### src/rtl/ccd_hline_pkg.sv
package ccd_hline_pkg;

    typedef enum logic [2:0] {
        SEG_IDLE      = 3'd0,
        SEG_PRESCAN   = 3'd1,
        SEG_BLK_LEAD  = 3'd2,
        SEG_ACTIVE    = 3'd3,
        SEG_BLK_TRAIL = 3'd4
    } seg_e;

    typedef enum logic [1:0] {
        PIX_R    = 2'd0,
        PIX_G    = 2'd1,
        PIX_B    = 2'd2,
        PIX_NONE = 2'd3
    } pix_color_e;

    typedef struct packed {
        seg_e seg;
        logic valid;
    } seg_info_t;

    localparam int NUM_SEG = 4;

    // colour of a valid pixel from column and row parity
    function automatic pix_color_e mosaic_color(input logic col_odd, input logic row_odd);
        if (!row_odd) return col_odd ? PIX_G : PIX_R;
        else          return col_odd ? PIX_B : PIX_G;
    endfunction

endpackage

### src/rtl/hl_line_counter.sv
module hl_line_counter #(
    parameter int LINE_LEN = 1560,
    parameter int HD_END   = 156,
    parameter int CNT_W    = 11
) (
    input  logic             clk,
    input  logic             rst,
    output logic [CNT_W-1:0] cnt,
    output logic             hd
);
    localparam logic [CNT_W-1:0] LAST  = CNT_W'(LINE_LEN);
    localparam logic [CNT_W-1:0] HDLIM = CNT_W'(HD_END);
    localparam logic [CNT_W-1:0] FIRST = CNT_W'(1);

    logic [CNT_W-1:0] cnt_nxt;

    always_comb begin
        if (cnt == LAST) cnt_nxt = FIRST;
        else             cnt_nxt = cnt + FIRST;
    end

    // hd is registered from the next count so it leaves the block glitch free
    always_ff @(posedge clk) begin
        if (rst) begin
            cnt <= FIRST;
            hd  <= 1'b1;
        end else begin
            cnt <= cnt_nxt;
            hd  <= (cnt_nxt <= HDLIM);
        end
    end
endmodule

### src/rtl/hl_segment_decode.sv
module hl_segment_decode
    import ccd_hline_pkg::*;
#(
    parameter int CNT_W     = 11,
    parameter int COL_W     = 11,
    parameter int PRE_START = 157,
    parameter int PRE_LEN   = 28,
    parameter int OBF_LEN   = 3,
    parameter int ACT_LEN   = 1292,
    parameter int OBR_LEN   = 49
) (
    input  logic [CNT_W-1:0] cnt,
    output seg_info_t        info,
    output logic [COL_W-1:0] col
);
    localparam int S_PRE = PRE_START;
    localparam int S_OBF = S_PRE + PRE_LEN;
    localparam int S_ACT = S_OBF + OBF_LEN;
    localparam int S_OBR = S_ACT + ACT_LEN;
    localparam int SEG_FIRST [NUM_SEG] = '{S_PRE, S_OBF, S_ACT, S_OBR};
    localparam int SEG_SIZE  [NUM_SEG] = '{PRE_LEN, OBF_LEN, ACT_LEN, OBR_LEN};
    localparam logic [CNT_W-1:0] ACT_BASE = CNT_W'(S_ACT);

    logic [NUM_SEG-1:0] hit;

    for (genvar g = 0; g < NUM_SEG; g++) begin : g_seg
        localparam logic [CNT_W-1:0] LO = CNT_W'(SEG_FIRST[g]);
        localparam logic [CNT_W-1:0] HI = CNT_W'(SEG_FIRST[g] + SEG_SIZE[g] - 1);
        assign hit[g] = (cnt >= LO) && (cnt <= HI);
    end

    logic [CNT_W-1:0] offs;

    always_comb begin
        info.seg = SEG_IDLE;
        for (int i = 0; i < NUM_SEG; i++) begin
            if (hit[i]) info.seg = seg_e'(3'(i + 1));
        end
        info.valid = hit[2];
        offs       = cnt - ACT_BASE;
        col        = hit[2] ? COL_W'(offs) : '0;
    end
endmodule

### src/rtl/hl_mosaic.sv
module hl_mosaic
    import ccd_hline_pkg::*;
(
    input  logic       valid,
    input  logic       col_odd,
    input  logic       row_odd,
    output pix_color_e color
);
    always_comb begin
        if (valid) color = mosaic_color(col_odd, row_odd);
        else       color = PIX_NONE;
    end
endmodule

### src/rtl/ccd_hline_gen.sv
module ccd_hline_gen
    import ccd_hline_pkg::*;
#(
    parameter int LINE_LEN  = 1560,
    parameter int HD_END    = 156,
    parameter int PRE_START = 157,
    parameter int PRE_LEN   = 28,
    parameter int OBF_LEN   = 3,
    parameter int ACT_LEN   = 1292,
    parameter int OBR_LEN   = 49,
    localparam int CNT_W    = $clog2(LINE_LEN + 1),
    localparam int COL_W    = $clog2(ACT_LEN)
) (
    input  logic             clk,
    input  logic             rst,
    input  logic             row_parity,
    output logic [CNT_W-1:0] line_cnt,
    output logic             hd,
    output logic [2:0]       seg,
    output logic             act_valid,
    output logic [COL_W-1:0] act_col,
    output logic [1:0]       bayer
);
    seg_info_t  info;
    pix_color_e color;

    hl_line_counter #(
        .LINE_LEN(LINE_LEN), .HD_END(HD_END), .CNT_W(CNT_W)
    ) u_cnt (
        .clk(clk), .rst(rst), .cnt(line_cnt), .hd(hd)
    );

    hl_segment_decode #(
        .CNT_W(CNT_W), .COL_W(COL_W), .PRE_START(PRE_START), .PRE_LEN(PRE_LEN),
        .OBF_LEN(OBF_LEN), .ACT_LEN(ACT_LEN), .OBR_LEN(OBR_LEN)
    ) u_seg (
        .cnt(line_cnt), .info(info), .col(act_col)
    );

    hl_mosaic u_mos (
        .valid(info.valid), .col_odd(act_col[0]), .row_odd(row_parity), .color(color)
    );

    assign seg       = info.seg;
    assign act_valid = info.valid;
    assign bayer     = color;
endmodule

### config.mk
export PLATFORM = sky130hd
export DESIGN_NAME = ccd_hline_gen
export DESIGN_NICKNAME = d
export VERILOG_FILES = /design/src/rtl/ccd_hline_pkg.sv /design/src/rtl/hl_line_counter.sv /design/src/rtl/hl_segment_decode.sv /design/src/rtl/hl_mosaic.sv /design/src/rtl/ccd_hline_gen.sv
export SDC_FILE = /design/constraint.sdc
export NUM_CORES = 1
export LEC_CHECK = 0
export BUFFER_PORTS_ARGS = -buffer_cell sky130_fd_sc_hd__buf_2
export CAP_MARGIN = 10
export CORE_MARGIN = 2
export CORE_UTILIZATION = 50
export DETAILED_ROUTE_END_ITERATION = 10
export PLACE_DENSITY = 0.78
export SYNTH_ARGS = -nofsm -noshare
export SYNTH_HDL_FRONTEND = slang
export SYNTH_HIERARCHICAL = 1
export SYNTH_SLANG_ARGS = --single-unit
### constraint.sdc
create_clock -name clk -period 3.75 [get_ports clk]
set_input_delay 0.75 -clock clk [delete_from_list [all_inputs] [get_ports clk]]
set_output_delay 0.75 -clock clk [all_outputs]
set_load 0.02 [all_outputs]
* Word-level counts from Yosys, hierarchy flattened
Cells that the tools add are included.
** Operators by class
- Mux-type cells :: 10
- Reduce and logical (&&, ||, !) cells :: 4
- $lt $le $gt $ge :: 9
- $add $sub $neg :: 2
- Equal/unequal tests :: 1
** Operators with widths (number)
- $ge 11x8->1 const B :: 3
- $le 11x8->1 const B :: 3
- $le 11x11->1 const B :: 2
- $mux 11 :: 2
- $add 11x1->11 const B :: 1
- $eq 11x11->1 const B :: 1
- $ge 11x11->1 const B :: 1
- $sub 11x8->11 const B :: 1
- $mux 2 :: 5
- $logic_and 1x1->1 :: 4
- $mux 3 :: 1
- $mux 1 :: 2
** Storage, ports and cells
- Bits of input ports :: 3
- Word-level logic and storage cells :: 28
- Bits in registers :: 12

* Depth between registers and ports, before layout
Gate-level depths: netlist of the first run.
- Word-level depth :: 6
- Depth in mapped cells :: 9

* Cells and area by module
The synthesis of the first run kept the hierarchy.
** Modules (own cells, without submodules)
- hl_line_counter :: cells each 66, instances 1, area each 610.6 sq um
- hl_segment_decode :: cells each 75, instances 1, area each 451.7 sq um
- hl_mosaic :: cells each 3, instances 1, area each 25.0 sq um

* Worst setup path after synthesis of the first run
OpenSTA, ideal clock, no wires.
- Kind :: reg-to-output
- Start :: reg u_cnt.cnt[6]
- End :: out bayer[0]
- Path slack :: 371 ps
- Arrival :: 2629 ps
- Buffers on the path :: 1
- Cell stages (with the launch flop) :: 9
- Cells stage by stage :: dfxtp_1 nor2b_1 nand4_1 or4_1 a21o_1 buf_6 nor2_1 ha_1 nand2b_1
** Between the ends
- Word-level cells in the longest chain between the ends :: 6
- Elaborated cells between the ends (all ways) :: 8
- Classes of those cells :: order compare (2); mux (5); reduce/logical (1)
** Ends and longest elaborated chain
- from (decl) :: line hl_line_counter.sv:8 : output logic [CNT_W-1:0] cnt,
- from (signal assigned) :: line hl_line_counter.sv:28 : cnt <= cnt_nxt;
- $ge 11x8->1 or $le 11x11->1 (tied branches) :: line hl_segment_decode.sv:29 : assign hit[g] = (cnt >= LO) && (cnt <= HI);
- $logic_and 1x1->1 (*) :: line hl_segment_decode.sv:29
- $mux 11 (*) :: line hl_segment_decode.sv:41 : col = hit[2] ? COL_W'(offs) : '0;
- named net act_col[0] :: line ccd_hline_gen.sv:21 : output logic [COL_W-1:0] act_col,
- $mux 1 or $mux 2 (tied branches) :: line ccd_hline_pkg.sv:27, ccd_hline_pkg.sv:28
- $mux 2 (*) :: line ccd_hline_pkg.sv:27 : if (!row_odd) return col_odd ? PIX_G : PIX_R;
- $mux 2 (*) :: line hl_mosaic.sv:10 : if (valid) color = mosaic_color(col_odd, row_odd);
- to (decl) :: line ccd_hline_gen.sv:22 : output logic [1:0] bayer
Mark *: on every way through the listed nets, which the timed path passes. The rest lies on a longest branch.

* Final worst setup path of the first run
- Start :: reg u_cnt.cnt[7]
- End :: out bayer[0]
** Between the ends
- Word-level cells in the longest chain between the ends :: 6
- Elaborated cells between the ends (all ways) :: 8
- Classes of those cells :: order compare (2); mux (5); reduce/logical (1)
** Ends and longest elaborated chain (line)
- $ge 11x8->1 or $le 11x11->1 (tied branches) :: hl_segment_decode.sv:29
- $logic_and 1x1->1 (*) :: hl_segment_decode.sv:29
- $mux 11 :: hl_segment_decode.sv:41
- $mux 1 or $mux 2 (tied branches) :: ccd_hline_pkg.sv:27, ccd_hline_pkg.sv:28
- $mux 2 :: ccd_hline_pkg.sv:27
- $mux 2 (*) :: hl_mosaic.sv:10
Every way passes the cells marked *; elsewhere a longest branch is shown, timed or not.

==> results.yml, run 1 <==
status:
  status: "completed"
synth:
  synthMuxAreaShare: 0.0104
  async_reset_ff_frac: 0
  yosys.area_share.simple: 0.325
  yosysWarnings: 6
  synthXorXnorAreaFrac: 0.129
  ys.flop_type: "dfxtp_1"
  synthCells: 144
  synth_compound_area_frac: 0.165
  synth_edf_count: 0
  syn-cell-area_um2: 1090
  synthAdderAreaFrac: 0.0690
  yosys.cell_types.count: 39
  ys_ff_latch: 12
  seq_area_frac_synth: 0.221
  synth_top_family_by_area: "simple AND/OR/NAND/NOR gates"
  syn_avg_cell_area_um2: 7.55
  syn_nets: 153
pwr:
  ir_worst_vdd_v: 0.000340
  powerDensity_nw_per_um2: 288
  fin_total_pwr_w: 0.000364
  leakagePower_nw: 0.578
min_path:
  hold_path_class: "reg2reg"
  hp-start: "u_cnt/cnt[10]"
global_route:
  grt_antenna_before_repair: 0
  grt_max_degree: 19
  first_global_vias: 1022
  grt_pass1_wl_um: 4290
  grt_usage: 0.220
  grt_overflow: 0
placed_design:
  portBuffers: 31
  finalWeightedCongestion: 0.944
  place_inst: 197
  dp_hpwl_um: 1820
  placed_area_um2: 1240
final_layout:
  syn_to_final_growth_pct: 16.3
  drive_gt1_frac: 0.272
  fin_cells: 200
  final_util: 0.632
  final_area_um2: 1260
  final_nets: 184
  n_antenna_cell: 0
timing:
  clock_skew_ns: 0.00798
  finalSetupViolCount: 0
  drv_slew: 0
  tightest_slew_ns: 0.599
  tns_ns: 0
  period_share: 0.899
  rsz0062_at_grt: "false"
  maxSlewHeadroom: 0.600
  min_period_ns: 3.37
  fmax_ghz: 0.297
  hold_viol: 0
floorplan:
  io-pin-count: 32
  die_w_um: 50.6
  die_area_um2: 2560
  die_h_um: 50.6
  rows: 16
  core_area_um2: 2000
  start_util: 0.543
clock_network:
  ctsHoldBuffers: 0
  tritoncts: "yes"
  clock-sinks: 12
  cts-root-buf: "clkbuf_4"
  cts_buffers: 3
  postCtsSetupBuffers: 0
  clockBufferDepth: 2
  cts_htree_levels: 1
  post_cts_resized: 0
  clock_latency_ns: 0.27
  clkTransAtPathRegs_ns: 0.06
routing:
  drtAntennaViolNets: 0
  dr_total_vias: 1142
  dr_wl_met3_um: 137
  drc: 0
  wl_per_cell_um: 12.8
  wl_met2_um: 1190
  vias_per_cell: 5.71
  drt-pass1-iter-count: 4
  wl_met1_um: 1160
  highest_layer: "met4"
  first_iter_violations: 33
  wl_um: 2570
worst_setup_path:
  path_cells: "nand4_1 > or4_1 > a21o_1 > nor2_1 > ha_1 > nand2b_1 > buf_2"
  start_kind: "flop"
  required_ns: 3.00
  cp_slowest_stage_delay_ns: 0.58
  cp-end-kind: "primary output"
  crit_buf_inv: 1
  crit_type: "reg2out"
  cp_top_family: "simple AND/OR/NAND/NOR gates"
  critical-path-slowest-cell: "dfxtp_1"
  r2r_start: "u_cnt/cnt[0]"
  critPathLaunch: "u_cnt/cnt[7]"
  cp_max_fo: 14
  arrival_ns: 2.62
flow_run:
  cap_violations: 0
[where the power goes]
part           internal (W)  leakage, nW  switching, W
clock network     0.0000372       0.0138     0.0000393
logic             0.0000504        0.466     0.0000886
registers          0.000136       0.0988     0.0000131
total              0.000223        0.578      0.000141
[path summary, 6_finish.rpt]
| path | endpoint | slack, ns | cells after the start |
|---|---|---|---|
| max | bayer[0] | 0.38 | 7 |
| min | u_cnt/cnt[10] | 0.66 | 2 |
| max reg2reg | u_cnt/hd | 1.90 | 8 |
| min reg2reg | u_cnt/cnt[10] | 0.66 | 2 |
[layout by cell type (no fill, tap or decap), types with 2 or more instances in the layout]
cell      instances
a21o_1            2
a21oi_1           9
a311oi_1          2
and3_1            3
buf_2            31
buf_4             3
clkbuf_4          3
dfxtp_1          10
dfxtp_2           2
ha_1              6
inv_1             8
nand2_1           7
nand2b_1          4
nand3_1           7
nand4_1           6
nor2_1           23
nor2b_1           4
o211ai_1          2
o21ai_0           6
or2_2             2
xnor2_1           8
xor2_1            8
[synthesized netlist by cell type (all sizes together) (6+ instances only)]
library cell,count,area (um^2)
a21oi,9,45.0
dfxtp,12,240
nor2,23,86.3
o21ai,6,30.0
inv,8,30.0
nand4,6,37.5
ha,6,75.1
nand2,7,26.3
buf,6,51.3
xor2,8,70.1
nand3,7,35.0
xnor2,8,70.1
[kinds of logic after synthesis]
kind of cell,Yosys count
muxes,1
xor gates and xnor gates,16
AOI/OAI and AO/OA,27
buffers and inverters,16
and+or+nand+nor,66
adders and majority gates,6
DFF,12
[state kept, by name, summed over array words and instances, names as in the netlist]
name       cells
u_cnt/cnt     11
u_cnt/hd       1
[cell type report]
class,count,area [um^2]
sequential,12,243
clock buffer,3,22.5
tap,27,33.8
multi-input combinational,116,758
inverter,8,30.0
fill,196,737
timing repair buffer,34,178
[tightest hold or removal path, stage by stage (launching register included)]
cell and delay (ns):
dfxtp_1 0.38, o21ai_0 0.14, o22ai_2 0.09
[per-layer routing]
metal  global-route usage  up-vias
met5                    0        -
met4                0.162        0
met3               0.0179        6
met2                0.351       45
met1                0.275      527
li1                     -      564
[through the flow]
step | setup WS (ns) | hold WS, ns
5_1_grt | 0.0886 | 0.680
2_1_floorplan | 0.371 | 0.619
3_5_place_dp | 0.515 | 0.648
3_3_place_gp | 0.600 | 0.658
6_report | 0.379 | 0.664
4_1_cts | 0.194 | 0.657
Power figures use the tool's default switching activity.
==> run 2: changes to the inputs <==
- CELL_PAD_IN_SITES_DETAIL_PLACEMENT: unset -> 0
- CELL_PAD_IN_SITES_GLOBAL_PLACEMENT: unset -> 1
- CORE_UTILIZATION: 50 -> 38
- PLACE_DENSITY: 0.78 -> unset
- PLACE_DENSITY_LB_ADDON: unset -> 0.1
- SYNTH_HIERARCHICAL: 1 -> unset
==> results.yml, run 2 <==
placed_design:
  placed_area_um2: 1180
  finalWeightedCongestion: 0.847
  dp_hpwl_um: 2040
  portBuffers: 31
worst_setup_path:
  r2r_setup_slack_ns: 1.87
  worstRegToRegCells: 6
  r2r_start: "u_cnt.cnt[2]"
  required_ns: 3.00
  cp_slowest_stage_delay_ns: 0.52
  critical-path-slowest-cell: "dfxtp_1"
  timing.rr.end: "u_cnt.hd"
  cpMostUsedCell: "ha_1"
  start_kind: "flop"
  crit_type: "reg2out"
  cp-end-kind: "primary output"
  path_cells: "ha_1 > nand3_1 > nor4_1 > o21ai_2 > nor2_1 > ha_1 > or2_2 > buf_2"
  arrival_ns: 2.79
  cp_max_fo: 16
final_layout:
  largest-register: "u_cnt.cnt"
  final_area_um2: 1210
  final_nets: 175
  top_regs: "u_cnt.cnt: 11 flops, u_cnt.hd: 1 flops"
  drive_gt1_frac: 0.264
  nFillCells: 285
  final_util: 0.482
  syn_to_final_growth_pct: 18.4
  seq_area_um2: 241
  layout.cells.most_common: "buf_2"
  n_antenna_cell: 0
  largest_reg_flops: 11
  final_cell_mix: "buf_2, nor2_1, xnor2_1, dfxtp_1"
  multi_input_area_um2: 707
timing:
  tns_ns: 0
  clock_skew_ns: 0.00315
  period_share: 0.944
  drv_slew: 0
  fmax_ghz: 0.283
  maxSlewHeadroom: 0.580
  hold_viol: 0
  tightest_slew_ns: 0.630
  min_period_ns: 3.54
  rsz0062_at_grt: "false"
  finalSetupViolCount: 0
global_route:
  grt_antenna_before_repair: 0
  grt_usage: 0.178
  grt_pass1_wl_um: 4570
  grt_max_degree: 17
  first_global_vias: 967
  grt_overflow: 0
synth:
  syn_avg_cell_area_um2: 7.60
  synth_area_leaders: "dfxtp_1, ha_1, xnor2_1"
  synth.most_common_cell: "nor2_1"
  yosys.area.top_type: "dfxtp_1"
  synthCells: 135
  synthDominantCellAreaShare: 0.234
  yosysWarnings: 0
  synth_common_cells: "nor2_1, dfxtp_1, xnor2_1, ha_1, inv_1"
  syn_nets: 146
  seq_area_frac_synth: 0.234
  syn-cell-area_um2: 1030
  ys_ff_latch: 12
  async_reset_ff_frac: 0
  ys.flop_type: "dfxtp_1"
  synth_edf_count: 0
  yosys.cell_types.count: 37
floorplan:
  die_h_um: 56.0
  die_area_um2: 3130
  rows: 18
  die_w_um: 56.0
  io-pin-count: 32
  start_util: 0.407
  core_area_um2: 2520
min_path:
  hold_path_depth: 2
  hold_path_class: "reg2reg"
  hp-start: "u_cnt.cnt[2]"
  min_to: "u_cnt.cnt[2]"
clock_network:
  ctsHoldBuffers: 0
  clockBufferDepth: 2
  cts_buffers: 3
  cts-root-buf: "clkbuf_4"
  cts_htree_levels: 1
  clock-sinks: 12
  tritoncts: "yes"
  clock_latency_ns: 0.27
  clkTransAtPathRegs_ns: 0.08
routing:
  vias_per_cell: 5.49
  wl_per_cell_um: 14.0
  dr_total_vias: 1060
  wl_um: 2710
  first_iter_violations: 21
  drtAntennaViolNets: 0
  drt-pass1-iter-count: 4
  drc: 0
pwr:
  powerDensity_nw_per_um2: 230
  ir_worst_vdd_v: 0.000225
  leakagePower_nw: 0.554
  fin_total_pwr_w: 0.000279
flow_run:
  cap_violations: 0
status:
  status: "completed"
==> run 2: cell count changes after synthesis, sizes merged, moves of 2 or more <==
cell	delta
nor3	+3
a311oi	-2
xor2	-5
nor2b	-3
nand4	-3
xnor2	+3
ha	+2
a21oi	-2
a21o	-2
nor4	+2
nor4b	-2
nor2	+2
==> run 2: metrics by stage <==
stage / std cells / hold WS, ns / worst slack, ns
3_5_place_dp: 189 / 0.632 / 0.538
6_report: 193 / 0.657 / 0.211
2_1_floorplan: 135 / 0.665 / 0.727
5_1_grt: 193 / 0.670 / 0.00270
3_3_place_gp: 189 / 0.631 / 0.595
4_1_cts: 193 / 0.644 / 0.225
==> run 2: per-layer routing <==
metal  vias to the layer above  part of all wire  track usage
li1                        528                 -            -
met1                       483              0.47        0.260
met2                        44              0.45        0.282
met3                         5             0.064      0.00930
met4                         0             0.011       0.0510
met5                         -                 0            0
==> run 2: layout make-up <==
cell class | instances | share of cell area
timing repair buffer | 32 | 0.134
sequential | 12 | 0.199
tap | 30 | 0.0309
inverter | 8 | 0.0247
multi-input combinational | 107 | 0.582
clock buffer | 4 | 0.0299
==> run 2: worst max path at each step <==
stage | startpoint | endpoint | slack (ns)
floorplan | u_cnt.cnt[0] | bayer[0] | 0.73
global placement | u_cnt.cnt[5] | bayer[0] | 0.59
detailed placement | u_cnt.cnt[2] | bayer[0] | 0.54
CTS | u_cnt.cnt[2] | bayer[0] | 0.23
global route | u_cnt.cnt[2] | bayer[0] | 0.003
finish | u_cnt.cnt[2] | bayer[0] | 0.21
==> run 2: what timing repair did <==
action,in CTS,in global routing
hold endpoints to repair,0,0
setup endpoints to repair,0,1
resized for setup,0,1
buffers inserted,0,0
==> run 2: critical path, delay by kind of cell, from the launching register on <==
kind | cells | cell delay, ns
AND/OR/NAND/NOR | 4 | 0.99
adder cells (fa/ha/maj) | 2 | 0.59
flip-flops | 1 | 0.52
AO/OA/AOI/OAI | 1 | 0.26
buffers and inverters | 1 | 0.16
==> run 2: logic make-up after synthesis <==
kind of cell               after synthesis  synth area share
buffers and inverters                   16            0.0768
DFF                                     12             0.234
adders and majority gates                8            0.0976
and+or+nand+nor                         64             0.322
xor gates and xnor gates                14             0.120
AOI/OAI and AO/OA                       21             0.150
==> run 2: power by group <==
group | switching, W | internal, W
Sequential | 0.00000816 | 0.000131
Clock | 0.0000434 | 0.0000590
Combinational | 0.0000230 | 0.0000138
==> run 3: changes to the inputs <==
- CORE_MARGIN: 2 -> unset
==> results.yml, run 3 (synthesis gave the netlist of run 2 again) <==
status:
  status: "completed"
pwr:
  combPwrFrac: 0.152
  leakagePower_nw: 0.547
  clkPwrFrac: 0.294
  p_sw_w: 0.0000688
  seqPwrFrac: 0.554
  fin_total_pwr_w: 0.000251
  p_int_w: 0.000183
  powerDensity_nw_per_um2: 209
  switching_share: 0.274
  ir_worst_vdd_v: 0.000171
placed_design:
  portBuffers: 31
  dp_hpwl_um: 2050
  place_inst: 189
  finalWeightedCongestion: 0.858
clock_network:
  clock-sinks: 12
  post_cts_resized: 0
  clkTransAtPathRegs_ns: 0.06
  postCtsSetupBuffers: 0
  clockBufferDepth: 2
  cts_buffers: 3
  tritoncts: "yes"
  clock_latency_ns: 0.26
  ctsHoldBuffers: 0
  cts-root-buf: "clkbuf_4"
  cts_htree_levels: 1
floorplan:
  die_h_um: 54.0
  io-pin-count: 32
  start_util: 0.407
  core_area_um2: 2520
  rows: 18
  die_w_um: 54.0
  die_area_um2: 2910
routing:
  dr_total_vias: 1028
  drc: 0
  first_iter_violations: 29
  drt-pass1-iter-count: 4
  vias_per_cell: 5.35
  drtAntennaViolNets: 0
  wl_per_cell_um: 13.4
  wl_um: 2580
worst_setup_path:
  worstRegToRegCells: 6
  r2r_start: "u_cnt.cnt[2]"
  critPathLaunch: "u_cnt.cnt[2]"
  crit_end: "bayer[0]"
  arrival_ns: 2.72
  r2r_setup_slack_ns: 1.88
  cp_max_fo: 16
  cp-end-kind: "primary output"
  crit_type: "reg2out"
  start_kind: "flop"
  required_ns: 3.00
  timing.rr.end: "u_cnt.hd"
min_path:
  hold_path_class: "reg2reg"
global_route:
  grt_antenna_before_repair: 0
  grt_max_degree: 17
  first_global_vias: 877
  grt_pass1_wl_um: 4270
  grt_usage: 0.203
  grt_overflow: 0
final_layout:
  n_antenna_cell: 0
  top_regs: "u_cnt.cnt: 11 flops, u_cnt.hd: 1 flops"
  largest-register: "u_cnt.cnt"
  syn_to_final_growth_pct: 17.1
  fin_cells: 192
  drive_gt1_frac: 0.259
  layout.cells.most_common: "buf_2"
  final_nets: 175
  final_cell_mix: "buf_2, nor2_1, xnor2_1, dfxtp_1"
  final_util: 0.476
  largest_reg_flops: 11
timing:
  hold_viol: 0
  min_period_ns: 3.47
  tightest_slew_ns: 0.589
  tns_ns: 0
  fmax_ghz: 0.288
  maxSlewHeadroom: 0.607
  period_share: 0.925
  drv_slew: 0
  rsz0062_at_grt: "false"
  finalSetupViolCount: 0
  clock_skew_ns: 0.00297
flow_run:
  cap_violations: 0
## run 3: how the worst min path moves through the flow
stage	startpoint	endpoint	slack, ns	depth (start not counted)
after global placement	u_cnt.cnt[2]	u_cnt.cnt[2]	0.64	2
after global routing	rst	u_cnt.cnt[1]	0.69	2
final	u_cnt.cnt[2]	u_cnt.cnt[2]	0.66	2
after CTS	u_cnt.cnt[2]	u_cnt.cnt[2]	0.65	2
after detailed placement	u_cnt.cnt[2]	u_cnt.cnt[2]	0.64	2
after floorplan	u_cnt.cnt[2]	u_cnt.cnt[2]	0.66	2
## run 3: cell type report
| cell class | count | area (um^2) |
|---|---|---|
| fill | 254 | 1320 |
| clock buffer | 3 | 22.5 |
| sequential | 12 | 241 |
| tap | 30 | 37.5 |
| inverter | 8 | 30.0 |
| multi-input combinational | 107 | 707 |
| timing repair buffer | 32 | 163 |
## run 3: metal layers
| layer | global-route usage | part of all wire | vias up |
|---|---|---|---|
| met5 | 0 | 0 | - |
| met4 | 0.0526 | 0.0066 | 0 |
| met3 | 0.0113 | 0.046 | 2 |
| met2 | 0.321 | 0.44 | 22 |
| met1 | 0.293 | 0.51 | 483 |
| li1 | - | - | 521 |
## run 3: stage by stage
step	worst slack, ns	hold slack (ns)	area [um^2]
final	0.282	0.658	1200
after floorplan	0.727	0.665	1030
after global placement	0.659	0.636	1180
after detailed placement	0.540	0.638	1180
after CTS	0.263	0.649	1200
after global routing	0.00461	0.691	1200
## run 3: power groups by stage
stage,combinational [W],clock [W],sequential [W]
3_5_place_dp,0.0000379,0,0.000142
5_1_grt,0.0000425,0.0000794,0.000140
2_1_floorplan,0.0000188,0,0.000146
3_3_place_gp,0.0000397,0,0.000141
4_1_cts,0.0000383,0.0000745,0.000139
6_report,0.0000383,0.0000739,0.000139
## run 3: critical path, cell delays in order (launching register included)
cell     delay (ns)
dfxtp_1        0.50
ha_1           0.36
nand3_1        0.15
nor4_1         0.32
o21ai_2        0.24
nor2_1         0.19
ha_1           0.24
or2_2          0.28
buf_2          0.16
